<file path="config.mk">
export PLATFORM = sky130hd
export DESIGN_NAME = brcond_unit
export DESIGN_NICKNAME = d
export VERILOG_FILES = /design/src/rtl/brcond_pkg.sv /design/src/rtl/brcond_flag_eval.sv /design/src/rtl/brcond_reg_eval.sv /design/src/rtl/brcond_target_calc.sv /design/src/rtl/brcond_unit.sv
export SDC_FILE = /design/constraint.sdc
export NUM_CORES = 1
export LEC_CHECK = 0
export ABC_AREA = 1
export BUFFER_PORTS_ARGS = -buffer_cell sky130_fd_sc_hd__buf_2
export CAP_MARGIN = 10
export CORE_ASPECT_RATIO = 1.1
export CORE_UTILIZATION = 25
export DETAILED_ROUTE_END_ITERATION = 10
export GPL_TIMING_DRIVEN = 0
export PLACE_DENSITY_LB_ADDON = 0.2
export SLEW_MARGIN = 20
export SYNTH_ARGS = -nofsm -noshare
export SYNTH_HDL_FRONTEND = slang
export SYNTH_SLANG_ARGS = --single-unit
</file>
<file path="constraint.sdc">
create_clock -name clk -period 4.6 [get_ports clk]
set_input_delay 0.92 -clock clk [delete_from_list [all_inputs] [get_ports clk]]
set_output_delay 0.92 -clock clk [all_outputs]
set_load 0.005 [all_outputs]
</file>
<file path="src/rtl/brcond_pkg.sv">
// Shared types for the conditional branch resolver.
// Assumes: the form and condition encodings below are fixed by the decoder.
package brcond_pkg;

    // Bit positions of the flags inside one nibble
    localparam int FLG_C    = 0;
    localparam int FLG_V    = 1;
    localparam int FLG_Z    = 2;
    localparam int FLG_N    = 3;
    localparam int NIBBLE_W = 4;
    localparam int NUM_SETS = 2;

    typedef enum logic [1:0] {
        FORM_FLAG_D22 = 2'd0,
        FORM_FLAG_D19 = 2'd1,
        FORM_REG_D16  = 2'd2,
        FORM_RSVD     = 2'd3
    } br_form_e;

    localparam logic [3:0] CND_NEVER  = 4'd0;
    localparam logic [3:0] CND_ALWAYS = 4'd8;

    typedef struct packed {
        logic n;
        logic z;
        logic v;
        logic c;
    } flag_set_t;

endpackage

</file>
<file path="src/rtl/brcond_flag_eval.sv">
// Evaluates a 4-bit flag condition against one of two packed flag nibbles.
// Assumes: cond[3] inverts the base test chosen by cond[2:0]; base 0 is "false".
module brcond_flag_eval
    import brcond_pkg::*;
(
    input  logic [NIBBLE_W*NUM_SETS-1:0] flags,
    input  logic                         wide_sel,
    input  logic [3:0]                   cond,
    output logic                         hit,
    output logic                         is_always
);

    flag_set_t sets [NUM_SETS];
    flag_set_t cur;
    logic      base;

    // Unpack each nibble of the flag byte into a named flag set
    for (genvar g = 0; g < NUM_SETS; g++) begin : g_sets
        always_comb begin
            sets[g].c = flags[g*NIBBLE_W + FLG_C];
            sets[g].v = flags[g*NIBBLE_W + FLG_V];
            sets[g].z = flags[g*NIBBLE_W + FLG_Z];
            sets[g].n = flags[g*NIBBLE_W + FLG_N];
        end
    end

    // Pick the active flag set
    always_comb cur = wide_sel ? sets[1] : sets[0];

    // Base test, then optional inversion by the top condition bit
    always_comb begin
        unique case (cond[2:0])
            3'd0:    base = 1'b0;
            3'd1:    base = cur.z;
            3'd2:    base = cur.z | (cur.n ^ cur.v);
            3'd3:    base = cur.n ^ cur.v;
            3'd4:    base = cur.c | cur.z;
            3'd5:    base = cur.c;
            3'd6:    base = cur.n;
            default: base = cur.v;
        endcase
        hit       = base ^ cond[3];
        is_always = (cond == CND_ALWAYS);
    end

endmodule

</file>
<file path="src/rtl/brcond_reg_eval.sv">
// Compares a signed register operand against zero under a 3-bit code.
// Assumes: code[2] inverts the test in code[1:0]; code[1:0]==0 is reserved.
module brcond_reg_eval #(
    parameter int DATA_W = 64
) (
    input  logic [DATA_W-1:0] op,
    input  logic [2:0]        code,
    output logic              hit
);

    logic is_zero;
    logic is_neg;
    logic base;

    // Sign and zero detection of the operand
    always_comb begin
        is_zero = (op == '0);
        is_neg  = op[DATA_W-1];
    end

    // Select the relation; reserved codes never hit
    always_comb begin
        unique case (code[1:0])
            2'd1:    base = is_zero;
            2'd2:    base = is_zero | is_neg;
            2'd3:    base = is_neg;
            default: base = 1'b0;
        endcase
        hit = (code[1:0] == 2'd0) ? 1'b0 : (base ^ code[2]);
    end

endmodule

</file>
<file path="src/rtl/brcond_target_calc.sv">
// Forms the branch target from the PC and the displacement of the given form.
// Assumes: the 16-bit form keeps its high part in the top HI_W bits of disp
// and its low part in the bottom LO_W bits.
module brcond_target_calc
    import brcond_pkg::*;
#(
    parameter int ADDR_W = 64,
    parameter int DISP_W = 22,
    parameter int MID_W  = 19,
    parameter int HI_W   = 2,
    parameter int LO_W   = 14
) (
    input  logic [ADDR_W-1:0] pc,
    input  logic [DISP_W-1:0] disp,
    input  logic [1:0]        form,
    output logic [ADDR_W-1:0] target
);

    localparam int EXT_WIDE = ADDR_W - DISP_W - 2;
    localparam int EXT_MID  = ADDR_W - MID_W - 2;
    localparam int EXT_SPL  = ADDR_W - HI_W - LO_W - 2;

    logic [ADDR_W-1:0] off_wide;
    logic [ADDR_W-1:0] off_mid;
    logic [ADDR_W-1:0] off_split;
    logic [HI_W-1:0]   hi_part;
    logic [LO_W-1:0]   lo_part;
    logic [ADDR_W-1:0] offset;

    // Build the three word-scaled offsets
    always_comb begin
        hi_part   = disp[DISP_W-1 -: HI_W];
        lo_part   = disp[LO_W-1:0];
        off_wide  = {{EXT_WIDE{disp[DISP_W-1]}}, disp, 2'b00};
        off_mid   = {{EXT_MID{disp[MID_W-1]}}, disp[MID_W-1:0], 2'b00};
        off_split = {{EXT_SPL{hi_part[HI_W-1]}}, hi_part, lo_part, 2'b00};
    end

    // Pick the offset for the form and add it to the PC
    always_comb begin
        unique case (br_form_e'(form))
            FORM_FLAG_D22: offset = off_wide;
            FORM_FLAG_D19: offset = off_mid;
            FORM_REG_D16:  offset = off_split;
            default:       offset = '0;
        endcase
        target = pc + offset;
    end

endmodule

</file>
<file path="src/rtl/brcond_unit.sv">
// Top of the conditional branch resolver: decides taken and annul, computes
// the target, and registers all three one cycle after a request strobe.
// Assumes: inputs are stable in the strobe cycle; outputs hold between strobes.
module brcond_unit
    import brcond_pkg::*;
#(
    parameter int ADDR_W = 64,
    parameter int DISP_W = 22,
    parameter int MID_W  = 19,
    parameter int HI_W   = 2,
    parameter int LO_W   = 14
) (
    input  logic              clk,
    input  logic              rst_n,
    input  logic              in_valid,
    input  logic [7:0]        flags,
    input  logic [3:0]        cond,
    input  logic              wide_sel,
    input  logic              annul_bit,
    input  logic [63:0]       reg_op,
    input  logic [1:0]        form,
    input  logic [DISP_W-1:0] disp,
    input  logic [ADDR_W-1:0] pc,
    output logic              out_valid,
    output logic              taken,
    output logic              annul,
    output logic [ADDR_W-1:0] target
);

    logic              flag_hit;
    logic              flag_always;
    logic              reg_hit;
    logic              sel_eff;
    logic              taken_d;
    logic              annul_d;
    logic [ADDR_W-1:0] target_d;

    // Only the 19-bit flag form may pick the 64-bit flag set
    always_comb sel_eff = (br_form_e'(form) == FORM_FLAG_D19) && wide_sel;

    brcond_flag_eval u_flag (
        .flags     (flags),
        .wide_sel  (sel_eff),
        .cond      (cond),
        .hit       (flag_hit),
        .is_always (flag_always)
    );

    brcond_reg_eval #(.DATA_W(64)) u_reg (
        .op   (reg_op),
        .code (cond[2:0]),
        .hit  (reg_hit)
    );

    brcond_target_calc #(
        .ADDR_W (ADDR_W),
        .DISP_W (DISP_W),
        .MID_W  (MID_W),
        .HI_W   (HI_W),
        .LO_W   (LO_W)
    ) u_tgt (
        .pc     (pc),
        .disp   (disp),
        .form   (form),
        .target (target_d)
    );

    // Merge per-form decisions and apply the annul rule
    always_comb begin
        unique case (br_form_e'(form))
            FORM_FLAG_D22, FORM_FLAG_D19: begin
                taken_d = flag_hit;
                annul_d = annul_bit & (~flag_hit | flag_always);
            end
            FORM_REG_D16: begin
                taken_d = reg_hit;
                annul_d = annul_bit & ~reg_hit;
            end
            default: begin
                taken_d = 1'b0;
                annul_d = 1'b0;
            end
        endcase
    end

    // Output valid follows the strobe by one cycle
    always_ff @(posedge clk) begin
        if (!rst_n) out_valid <= 1'b0;
        else        out_valid <= in_valid;
    end

    // Capture the result on a strobe, hold it otherwise
    always_ff @(posedge clk) begin
        if (!rst_n) begin
            taken  <= 1'b0;
            annul  <= 1'b0;
            target <= '0;
        end else if (in_valid) begin
            taken  <= taken_d;
            annul  <= annul_d;
            target <= target_d;
        end
    end

endmodule

</file>
* Word level (Yosys, flattened, before mapping)
Cells that the tools add are included.
** Cells by class
- Add/subtract/negate cells :: 1
- Eq/ne operators :: 12
- Muxes and demuxes :: 7
- Bitwise gates (word level) :: 11
- Reductions and logical operators :: 6
** Operators with widths (number)
- case mux 64 bit (3 select lines) :: 1
- adder 64 bit :: 1
- logical NOT 64 bit :: 1
- == test 3 bit (second input constant) :: 3
- case mux 1 bit (7 select lines) :: 1
- == test 2 bit (second input constant) :: 3
- == test 3 x 2 -> 1 bit (second input constant) :: 2
- == test 2 x 1 -> 1 bit (second input constant) :: 2
- == test 4 bit (second input constant) :: 1
- logical NOT 2 bit :: 2
- two-way mux 4 bit :: 1
- OR 1 bit :: 4
- case mux 1 bit (2 select lines) :: 2
- == test 3 x 1 -> 1 bit (second input constant) :: 1
- logical NOT 3 bit :: 1
- case mux 1 bit (3 select lines) :: 1
- XOR 1 bit :: 3
- AND 1 bit :: 2
- NOT 1 bit :: 2
- OR reduction 2 bit :: 1
- logical AND 1 bit :: 1
- two-way mux 1 bit :: 1
** Storage, ports and cells
- Flip-flop bits (word level) :: 67
- Output and inout port bits :: 67
- Word-level logic and storage cells :: 41

* Longest topological paths before layout
Gate-level depths: netlist of the first run.
- Depth in word-level cells :: 11
- Mapped depth :: 20
- Mapped depth without buffers :: 19

* By module
A second synthesis of the first run with hierarchy kept.
** Unflattened totals
- Cells, all modules :: 1702
- Area total of the unflattened synthesis :: 8864.8 um^2
** By module, submodules not included
- brcond_target_calc :: instances 1, cells an instance 1274, area an instance 5849.4 um^2, seq. area each 0.0 um^2
- brcond_unit :: instances 1, cells an instance 302, area an instance 2482.4 um^2, seq. area each 1341.3 um^2
- brcond_reg_eval :: instances 1, cells an instance 73, area an instance 301.5 um^2, seq. area each 0.0 um^2
- brcond_flag_eval :: instances 1, cells an instance 53, area an instance 231.5 um^2, seq. area each 0.0 um^2

* Worst setup path before layout of the first run
Ideal clock, no wire load.
- Path kind :: input -> register
- From :: input port form[1]
- To :: register target[61]
- Setup time :: 109 ps
- Data arrival time :: 3351 ps
- Setup slack :: 1140 ps
- Cell stages on the path :: 17
- Buffers on the path :: 0
- Cells stage by stage :: inv_2 > nand3_1 > nand2_1 > ha_1 > nand2_1 > nor2_1 > inv_2 > nor3_2 > inv_2 > nor2_1 > nor2_1 > nand2_2 > nand2_1 > nand3_1 > nand3_1 > nand2_1 > inv_1
** On the way
- Word-level cells in the longest chain between the ends :: 3
** RTL lines
- from (decl) :: line brcond_unit.sv:21 : input logic [1:0] form,
- == test 2 bit (tied with other cells) :: line brcond_target_calc.sv:41 : unique case (br_form_e'(form))
- case mux 64 bit (3 select lines) * :: line brcond_target_calc.sv:41
- adder 64 bit * :: line brcond_target_calc.sv:47 : target = pc + offset;
- to (signal assigned) :: line brcond_unit.sv:101 : target <= target_d;
- to (decl) :: line brcond_unit.sv:27 : output logic [ADDR_W-1:0] target
Every way passes the cells marked *; elsewhere a longest branch is shown, timed or not.
A chain may end at the register's enable or synchronous reset.

* Final worst setup path of the first run
- From :: input port form[1]
- To :: register target[59]
Same word-level chain as after synthesis.

==> results.txt, run 1 <==
post-CTS setup repair buffer count = 0
CP dominant cell by count = nand2_1
#FFs+latches synth = 67
Synth cell types = 42
Via Count = 9840
Post-Syn Nets = 1688
post-route setup TNS = 0 ns
iteration count of the initial detailed-routing pass = 5
vias in the first global route = 9737
Worst R2R Setup Slack = 3.92 ns
I/O pins = 236
CP Launch Point = form[1]
H-tree levels = 3
placeable core area = 31700 um^2
pre-CTS WS = 0.595 ns
CP bufs+invs = 4
post-synthesis sequential area ratio = 16.6%
initial antenna violation count = 0
Detailed Place HPWL = 31100 um
initial core utilization = 25.6%
Worst Hold Class = flip-flop to flip-flop
Crit Path Class = input port to flip-flop
GPL Wtd Cong = 0.931
clk_lat worst skew = 0.36 ns
Die ar. = 33100 um^2
# Max-Cap Violations = 0
Syn. warnings = 0
nets@finish = 1935
outcome = completed
slew margin rel. = 46.7%
Max Slew Vio Count = 0
GRT overflow = 0
Die Wd = 174 um
Finished Layout Cells = 2129
TritonCTS clock tree = done
post-route ant nets = 0
Worst Path Max Fanout = 29
area leader, netlist = dfxtp_1
Post-Syn Area per Cell = 5.56 um^2
hold_buf cts = 0
DR WL/cell = 16.9 um
Slew @ Worst Pin = 0.799 ns
WHS = 0.485 ns
maximum vdd drop = 0.183 mV
Post-Synth XOR/XNOR Area = 2.49%
root buffer cell = clkbuf_16
Commonest cells post-synth = nand2_1, nor2_1, inv_1, nand3_1, a21oi_1
PwrDens = 254 nW/um^2
slowest stage delay, CP = 0.41 ns
endpoints failing setup = 0
Final Util = 32.0%
asr flop ratio synth = 0%
crit path capture type = flip-flop
RSZ-0062 raised after global routing = no
Synth Area in Compound Gates = 14.8%
Site Rows = 68
top cell type's share of synthesized area = 16.6%
largest net degree at the start of global routing = 30
Final Routed Wirelength = 35900 um
crit path cell chain = buf_2, inv_2, nand3_1, nand2_2, buf_16, ha_1, a21oi_1, a21boi_0, nor2_1, nor2_1, nand2_1, a21oi_1, nand2_1, nand2_1, nand3_1, nand2_1, inv_1
I/O Buffers = 235
mux cell area share after synthesis = 0%
Num CTS Buffers = 9
post_cts resized = 0
CTS Sinks = 67
DIE HEIGHT = 191 um
mapped cell area = 8090 um^2
first-pass GRT wire length = 54600 um
final worst path period share = 79.6%
critical path arrival = 3.93 ns
Critical-path top delay cell = a21oi_1
cell count after placement = 2113
crit start category = input port
Hold Vio Cnt, Final = 0
CP required = 4.87 ns
Main synth FF type = dfxtp_1
Synth area leaders = dfxtp_1, nand2_1, nor2_1
cell with the most instances after synthesis = nand2_1
number of synthesized flops with an enable pin = 0
adder-cell share of the synthesized area = 9.68%
Total GRT Usage = 21.8%
post-synthesis cell count = 1457
hold_sp = target[26]
initial detailed-routing violation count = 547
n_diodes = 0
fmax = 273 MHz
combinational family with the most area after synthesis = simple AND/OR/NAND/NOR gates
via density per instance = 4.62
Max clock buf depth = 2
Leak Pwr = 0.00545 uW
share of layout cells above drive strength 1 = 20.9%
Simple-Gate Fraction of Synth Area = 44.0%
Fin Clk Skew = 0 ns
Clk pin slew, worst setup/hold paths = 0.07 ns
CP top delay family = simple AND/OR/NAND/NOR gates
minimum clock period = 3.66 ns
RR Startpoint = target[6]
final setup margin = 0.937 ns
DRC Markers = 0
Area Overhead vs Synth = 25.1%
worst reg2reg max path, delay by kind of cell (launching register included):
| kind | cells | cell delay, ns |
|---|---|---|
| flops | 1 | 0.35 |
| simple gates | 2 | 0.14 |
| compound gates | 1 | 0.08 |
| buf+inv | 1 | 0.06 |
layer usage:
layer  vias up  share of wire (%)  global-route usage (%)
li1       5126                  -                       -
met2       244                 47                    37.3
met3        41                5.1                    3.05
met1      4429                 46                    28.0
met4         0                2.4                    6.81
met5         -                  0                       0
power breakdown:
group | total (uW) | leakage, uW | internal (uW) | switching, uW
Sequential | 671 | 0.000557 | 642 | 29.8
Clock | 755 | 0.000145 | 435 | 320
Combinational | 1150 | 0.00475 | 401 | 747
worst paths after layout:
check / end / cells after the start
max: target[59] / 17
min: target[26] / 2
max reg2reg: target[6] / 4
min reg2reg: target[26] / 2
sequential cells by signal, indices dropped and copies added, names as in the netlist:
name       cells
annul          1
out_valid      1
taken          1
target        64
per-stage QoR:
stage | power (uW) | area (um^2)
6_report | 2580 | 10100
5_1_grt | 2760 | 10100
4_1_cts | 2600 | 10100
3_5_place_dp | 1830 | 9830
3_3_place_gp | 1820 | 9800
2_1_floorplan | 1390 | 8090
placed cells by master, fill, tap and decap left out, types with 2 or more instances in the layout:
cell / count
nand3_1: 110
nand4_1: 20
o21ai_1: 26
clkbuf_1: 18
inv_1: 211
buf_2: 237
clkinv_1: 4
nor2_2: 18
nor2_4: 6
clkinv_2: 2
o21bai_1: 7
o21ai_2: 2
inv_2: 31
xnor2_1: 11
nand2_2: 24
nor4_2: 2
nand2_1: 353
o21ai_0: 66
clkinvlp_4: 2
o211ai_1: 8
nand2_4: 3
a21boi_0: 5
ha_1: 61
a21o_1: 2
a21oi_1: 97
o21a_1: 3
nor4_1: 2
nor3_2: 2
a31oi_1: 2
a21oi_2: 2
nor2_1: 253
xor2_1: 12
clkbuf_16: 9
nor3_1: 6
nand3_2: 11
dfxtp_1: 67
and3_1: 2
logic make-up after synthesis:
kind of cell	count (synthesis)
adders and majority gates	62
and+or+nand+nor	816
xor gates and xnor gates	23
buffers and inverters	267
DFF	67
AOI/OAI and AO/OA	222
final cells by class:
| type | count | area, um^2 |
|---|---|---|
| Fill cell | 3730 | 21500 |
| Multi-Input combinational cell | 1123 | 5750 |
| Sequential cell | 67 | 1340 |
| Timing Repair Buffer | 236 | 1200 |
| Inverter | 246 | 923 |
| Tap cell | 420 | 526 |
| Clock buffer | 10 | 239 |
| Buffer | 21 | 81.3 |
| Clock inverter | 6 | 63.8 |
(Power assumes the default switching activity.)
==> inputs of run 2 (changes only) <==
==> constraint.sdc (replaced) <==
create_clock -name clk -period 3.1 [get_ports clk]
set_input_delay 0.62 -clock clk [delete_from_list [all_inputs] [get_ports clk]]
set_output_delay 0.62 -clock clk [all_outputs]
set_load 0.005 [all_outputs]
==> results.txt, run 2 (synthesis results as in run 1) <==
outcome = completed
DP Area = 9800 um^2 (-0.28%)
iteration count of the initial detailed-routing pass = 5 (unchanged)
first-pass GRT wire length = 54600 um (about the same)
Num CTS Buffers = 9 (unchanged)
GPL Wtd Cong = 0.923 (-0.81%)
cell count after placement = 2112 (-0.047%)
clk_lat worst skew = 0.36 ns (about the same)
largest net degree at the start of global routing = 22 (-27%)
TritonCTS clock tree = done
highest-count cells in the layout ignoring fill and taps = nand2_1, buf_2, nor2_1, inv_1, nand3_1
Final Routed Wirelength = 36800 um (+2.5%)
Finished Layout Cells = 2145 (+0.75%)
DR WL/cell = 17.2 um (+1.8%)
Worst Hold Class = flip-flop to flip-flop
initial antenna violation count = 3 (+3)
critical path arrival = 3.23 ns (-0.70 ns)
CP bufs+invs = 5 (+1)
Final Cell Area = 10500 um^2 (+3.8%)
Hold Vio Cnt, Final = 0 (unchanged)
placeable core area = 31700 um^2 (unchanged)
CP required = 3.35 ns (-1.52 ns)
slew margin rel. = 46.7% (about the same)
endpoints failing setup = 0 (unchanged)
GRT overflow = 0 (unchanged)
initial detailed-routing violation count = 578 (+5.7%)
PwrDens = 361 nW/um^2 (+42%)
DIE HEIGHT = 191 um (unchanged)
Area Overhead vs Synth = 29.9%
DRC Markers = 0 (unchanged)
Site Rows = 68 (unchanged)
share of layout cells above drive strength 1 = 24.6% (+3.7 points)
post-route setup TNS = 0 ns (unchanged)
Worst Path Max Fanout = 7 (-76%)
Slew @ Worst Pin = 0.800 ns (+0.000452 ns)
commonest non-fill, non-tap cell in the layout = nand2_1
post-route ant nets = 0 (unchanged)
RSZ-0062 raised after global routing = yes
Final Util = 33.2% (+1.2 points)
Largest register FFs = 64 (unchanged)
Die Wd = 174 um (unchanged)
Clk pin slew, worst setup/hold paths = 0.06 ns (about the same)
final worst path period share = 96.4%
maximum vdd drop = 0.246 mV (+35%)
Critical-path top delay cell = ha_1
I/O Buffers = 235 (unchanged)
vias in the first global route = 9782 (+0.46%)
nets@finish = 1948 (+0.67%)
Crit Path Class = input port to flip-flop
Max Slew Vio Count = 0 (unchanged)
Via Count = 9982 (+1.4%)
CTS Sinks = 67 (unchanged)
minimum clock period = 2.99 ns
Total GRT Usage = 21.8% (+0.066 points)
crit path capture type = flip-flop
fillers = 3691 (-1.0%)
crit start category = input port
via density per instance = 4.65 (+0.69%)
Die ar. = 33100 um^2 (unchanged)
I/O pins = 236 (unchanged)
initial core utilization = 25.6% (unchanged)
largest register by flop count = target
CP top delay family = simple AND/OR/NAND/NOR gates
CP dominant cell by count = nand2_1
crit path cell chain = buf_2, nand2_2, clkinvlp_4, buf_4, nor2_1, ha_1, a21oi_1, o21ai_1, inv_1, nand2_4, nand2_1, nand2_2, nand2_1, nand2_2, nand2_1, nand2_1, nand2_1, nand3_1, nand2_1, inv_1
root buffer cell = clkbuf_16
Fin Clk Skew = 0 ns (unchanged)
# Max-Cap Violations = 0 (unchanged)
H-tree levels = 3 (unchanged)
Max clock buf depth = 2 (unchanged)
fmax = 335 MHz
Leak Pwr = 0.00553 uW (+1.5%)
Detailed Place HPWL = 31000 um (-0.53%)
slowest stage delay, CP = 0.30 ns (-0.11 ns)
run 2: cell types whose count changed in the layout (fill, tap and decap cells not counted), moves of 9 or more:
cell,delta
a21oi_1,-16
ha_2,+12
buf_4,+9
ha_1,-15
nor2_2,+16
nor2_1,-17
a21oi_2,+16
run 2: repair_timing:
item	4_1_cts	5_1_grt
gates cloned	1	4
resized for setup	11	67
endpoints found under the setup margin	42	41
hold buffers	0	0
pin swaps	1	7
buffers inserted	0	10
run 2: cell type report:
class	instances	area, um^2	share of cell area [%]
diodes	3	7.51	0.0714
well taps	420	526	5.00
plain buffers	20	77.6	0.738
repair buffers	245	1260	12.0
multi-input cells	1128	6100	58.1
clock inverters	4	27.5	0.262
inverters	246	930	8.84
flip-flops and latches	67	1340	12.8
clock buffers	12	236	2.25
run 2: per-layer routing:
metal  GRT usage [%]  share of wire [%]
met1            27.8                 45
met2            37.0                 46
met3            3.19                5.1
met4            8.54                3.6
met5               0                  0
run 2: worst paths after layout:
check / from / depth (start not counted) / endpoint / slack, ns
setup / recovery: form[0] / 20 / target[38] / 0.11
hold / removal: target[12] / 2 / target[12] / 0.48
setup reg to reg: target[51] / 4 / target[51] / 2.42
hold reg to reg: target[12] / 2 / target[12] / 0.48
run 2: where the power goes:
part	total [uW]	switching (uW)	internal [uW]
Sequential	995	43.0	952
Clock	998	454	544
Combinational	1810	1160	641
Total	3800	1660	2140
run 2: worst register-to-register path: cells and delay by family (launching register included):
kind | cells | cell delay, ns
buffers and inverters | 1 | 0.03
and+or+nand+nor | 3 | 0.23
DFF | 1 | 0.32
run 2: metrics by stage:
step | total power [uW] | setup slack, ns | hold WS (ns)
global route | 4070 | -0.0403 | 0.490
floorplan | 2060 | 0.289 | 0.462
CTS | 3740 | -0.00641 | 0.481
global placement | 2700 | -0.961 | 0.458
finish | 3800 | 0.112 | 0.477
detailed placement | 2700 | -0.907 | 0.465
==> inputs of run 3 (changes only) <==
==> constraint.sdc (replaced) <==
create_clock -name clk -period 2.6 [get_ports clk]
set_input_delay 0.52 -clock clk [delete_from_list [all_inputs] [get_ports clk]]
set_output_delay 0.52 -clock clk [all_outputs]
set_load 0.005 [all_outputs]
==> results.txt, run 3 (synthesis results as in run 1) <==
outcome = complete, but fails checks
failing checks = negative setup slack
Crit Path Class = input port to flip-flop
GR Util met2 = 38.7% (+1.7 points)
initial antenna violation count = 1 (-2)
root buffer cell = clkbuf_16
RSZ-0062 raised after global routing = yes
Critical-path top delay cell = ha_4
share of layout cells above drive strength 1 = 34.8% (+10 points)
Fin Clk Skew = 0 ns (unchanged)
CP Launch Point = form[0]
Max clock buf depth = 2 (unchanged)
hold_buf cts = 0 (unchanged)
commonest non-fill, non-tap cell in the layout = nand2_1
GRT overflow = 0 (unchanged)
slew margin rel. = 37.5% (-9.2 points)
PwrDens = 419 nW/um^2 (+16%)
post-route setup TNS = -0.0145 ns (-0.0145 ns)
iteration count of the initial detailed-routing pass = 4 (-1)
Clk pin slew, worst setup/hold paths = 0.06 ns (about the same)
Final Routed Wirelength = 37900 um (+3.1%)
endpoints failing setup = 1 (+1)
crit path cell chain = buf_6, inv_1, nand2_8, nand2_8, ha_4, nand2_1, nor2_4, inv_2, nor2_2, inv_1, nor2_1, nand3_1, nand4_1, nand3_2, nand2_1, inv_1
Area Overhead vs Synth = 45.3%
slowest stage delay, CP = 0.35 ns (+0.05 ns)
crit path capture type = flip-flop
Largest register FFs = 64 (unchanged)
DIE HEIGHT = 191 um (unchanged)
hold_sp = pc[0]
Final Total Pwr = 4930 uW (+30%)
critical path arrival = 2.87 ns (-0.36 ns)
nets@finish = 1973 (+1.3%)
Die Wd = 174 um (unchanged)
final setup margin = -0.0145 ns (-0.126 ns)
Slew @ Worst Pin = 0.938 ns (+0.138 ns)
RR Startpoint = target[16]
met1 usage in global routing = 29.2% (+1.4 points)
highest-count cells in the layout ignoring fill and taps = nand2_1, buf_2, inv_1, nor2_1, nand3_1
DR WL/cell = 17.5 um (+2.0%)
initial detailed-routing violation count = 517 (-11%)
placeable core area = 31700 um^2 (unchanged)
fmax = 382 MHz
Hold Vio Cnt, Final = 0 (unchanged)
first-pass GRT wire length = 56400 um (+3.2%)
# Max-Cap Violations = 0 (unchanged)
initial core utilization = 25.6% (unchanged)
H-tree levels = 3 (unchanged)
Num CTS Buffers = 9 (unchanged)
Worst Hold Class = input port to flip-flop
TritonCTS clock tree = done
busiest grt layer = met2
maximum vdd drop = 0.324 mV (+31%)
minimum clock period = 2.61 ns
GPL Wtd Cong = 0.936 (+1.4%)
Total GRT Usage = 22.5% (+0.64 points)
Via Count = 10200 (+2.2%)
Site Rows = 68 (unchanged)
clk_lat worst skew = 0.35 ns (about the same)
CTS Sinks = 67 (unchanged)
final worst path period share = 101%
Leak Pwr = 0.00580 uW (+4.9%)
crit start category = input port
fillers = 3563 (-3.5%)
largest net degree at the start of global routing = 13 (-41%)
vias in the first global route = 10100 (+2.7%)
CP bufs+invs = 5 (unchanged)
post-route ant nets = 0 (unchanged)
Worst Path Max Fanout = 10 (+3)
Detailed Place HPWL = 31000 um (+0.10%)
Die ar. = 33100 um^2 (unchanged)
pre-CTS WS = -0.957 ns (-0.0494 ns)
Max Slew Vio Count = 0 (unchanged)
via density per instance = 4.70 (+1.1%)
I/O Buffers = 235 (unchanged)
cell count after placement = 2112 (unchanged)
CP required = 2.85 ns (-0.50 ns)
largest register by flop count = target
Finished Layout Cells = 2168 (+1.1%)
CP top delay family = simple AND/OR/NAND/NOR gates
CP dominant cell by count = inv_1
DRC Markers = 0 (unchanged)
met3 usage = 2.45% (-0.74 points)
I/O pins = 236 (unchanged)
==> run 3: cell types whose count changed in the layout (fill, tap and decap cells not counted), sizes merged <==
cell      previous run  this run
buf                248       272
diode                3         1
clkinvlp             1         2
inv                241       242
nand2              385       384
==> run 3: final timing paths <==
check	endpoint	slack, ns	cells after the start
max reg2reg	target[16]	1.88	2
min	target[0]	0.40	3
max	target[46]	-0.01	16
min reg2reg	target[21]	0.48	2
==> run 3: routing by layer <==
layer / wire length, um / part of all wire (%)
met5: 0 / 0
met3: 1760 / 4.6
met2: 18000 / 47
met1: 17200 / 45
met4: 937 / 2.5
==> run 3: what timing repair did <==
action	4_1_cts	5_1_grt
resized for setup	164	164
pin swaps	23	29
buffers inserted	20	14
endpoints found under the setup margin	49	45
gates cloned	4	1
==> run 3: where the power goes <==
group	leakage [uW]	switching, uW	internal (uW)
clock network	0.000128	552	647
registers	0.000557	54.7	1140
logic	0.00512	1560	986
total	0.00580	2160	2770
==> run 3: final cells by class <==
class	instances	area, um^2	share of cell area, %
antenna	1	2.50	0.0213
buffer	21	92.6	0.787
clock buffer	10	229	1.95
clock inverter	6	42.5	0.362
inverter	246	931	7.92
multi-input combinational	1127	7120	60.6
sequential	67	1340	11.4
tap	420	526	4.47
timing repair buffer	270	1470	12.5
==> run 3: worst register-to-register path, delay by kind of cell, from the launching register on <==
family | cells | cell delay, ns
flip-flops | 1 | 0.39
AO/OA/AOI/OAI | 2 | 0.26
==> run 3: metrics by stage <==
| stage | hold slack [ns] | area (um^2) | util, % |
|---|---|---|---|
| floorplan | 0.462 | 8100 | - |
| global placement | 0.458 | 9800 | 31.0 |
| detailed placement | 0.465 | 9800 | 31.0 |
| CTS | 0.387 | 10900 | 34.5 |
| global route | 0.443 | 11800 | 37.1 |
| finish | 0.398 | 11800 | 37.1 |
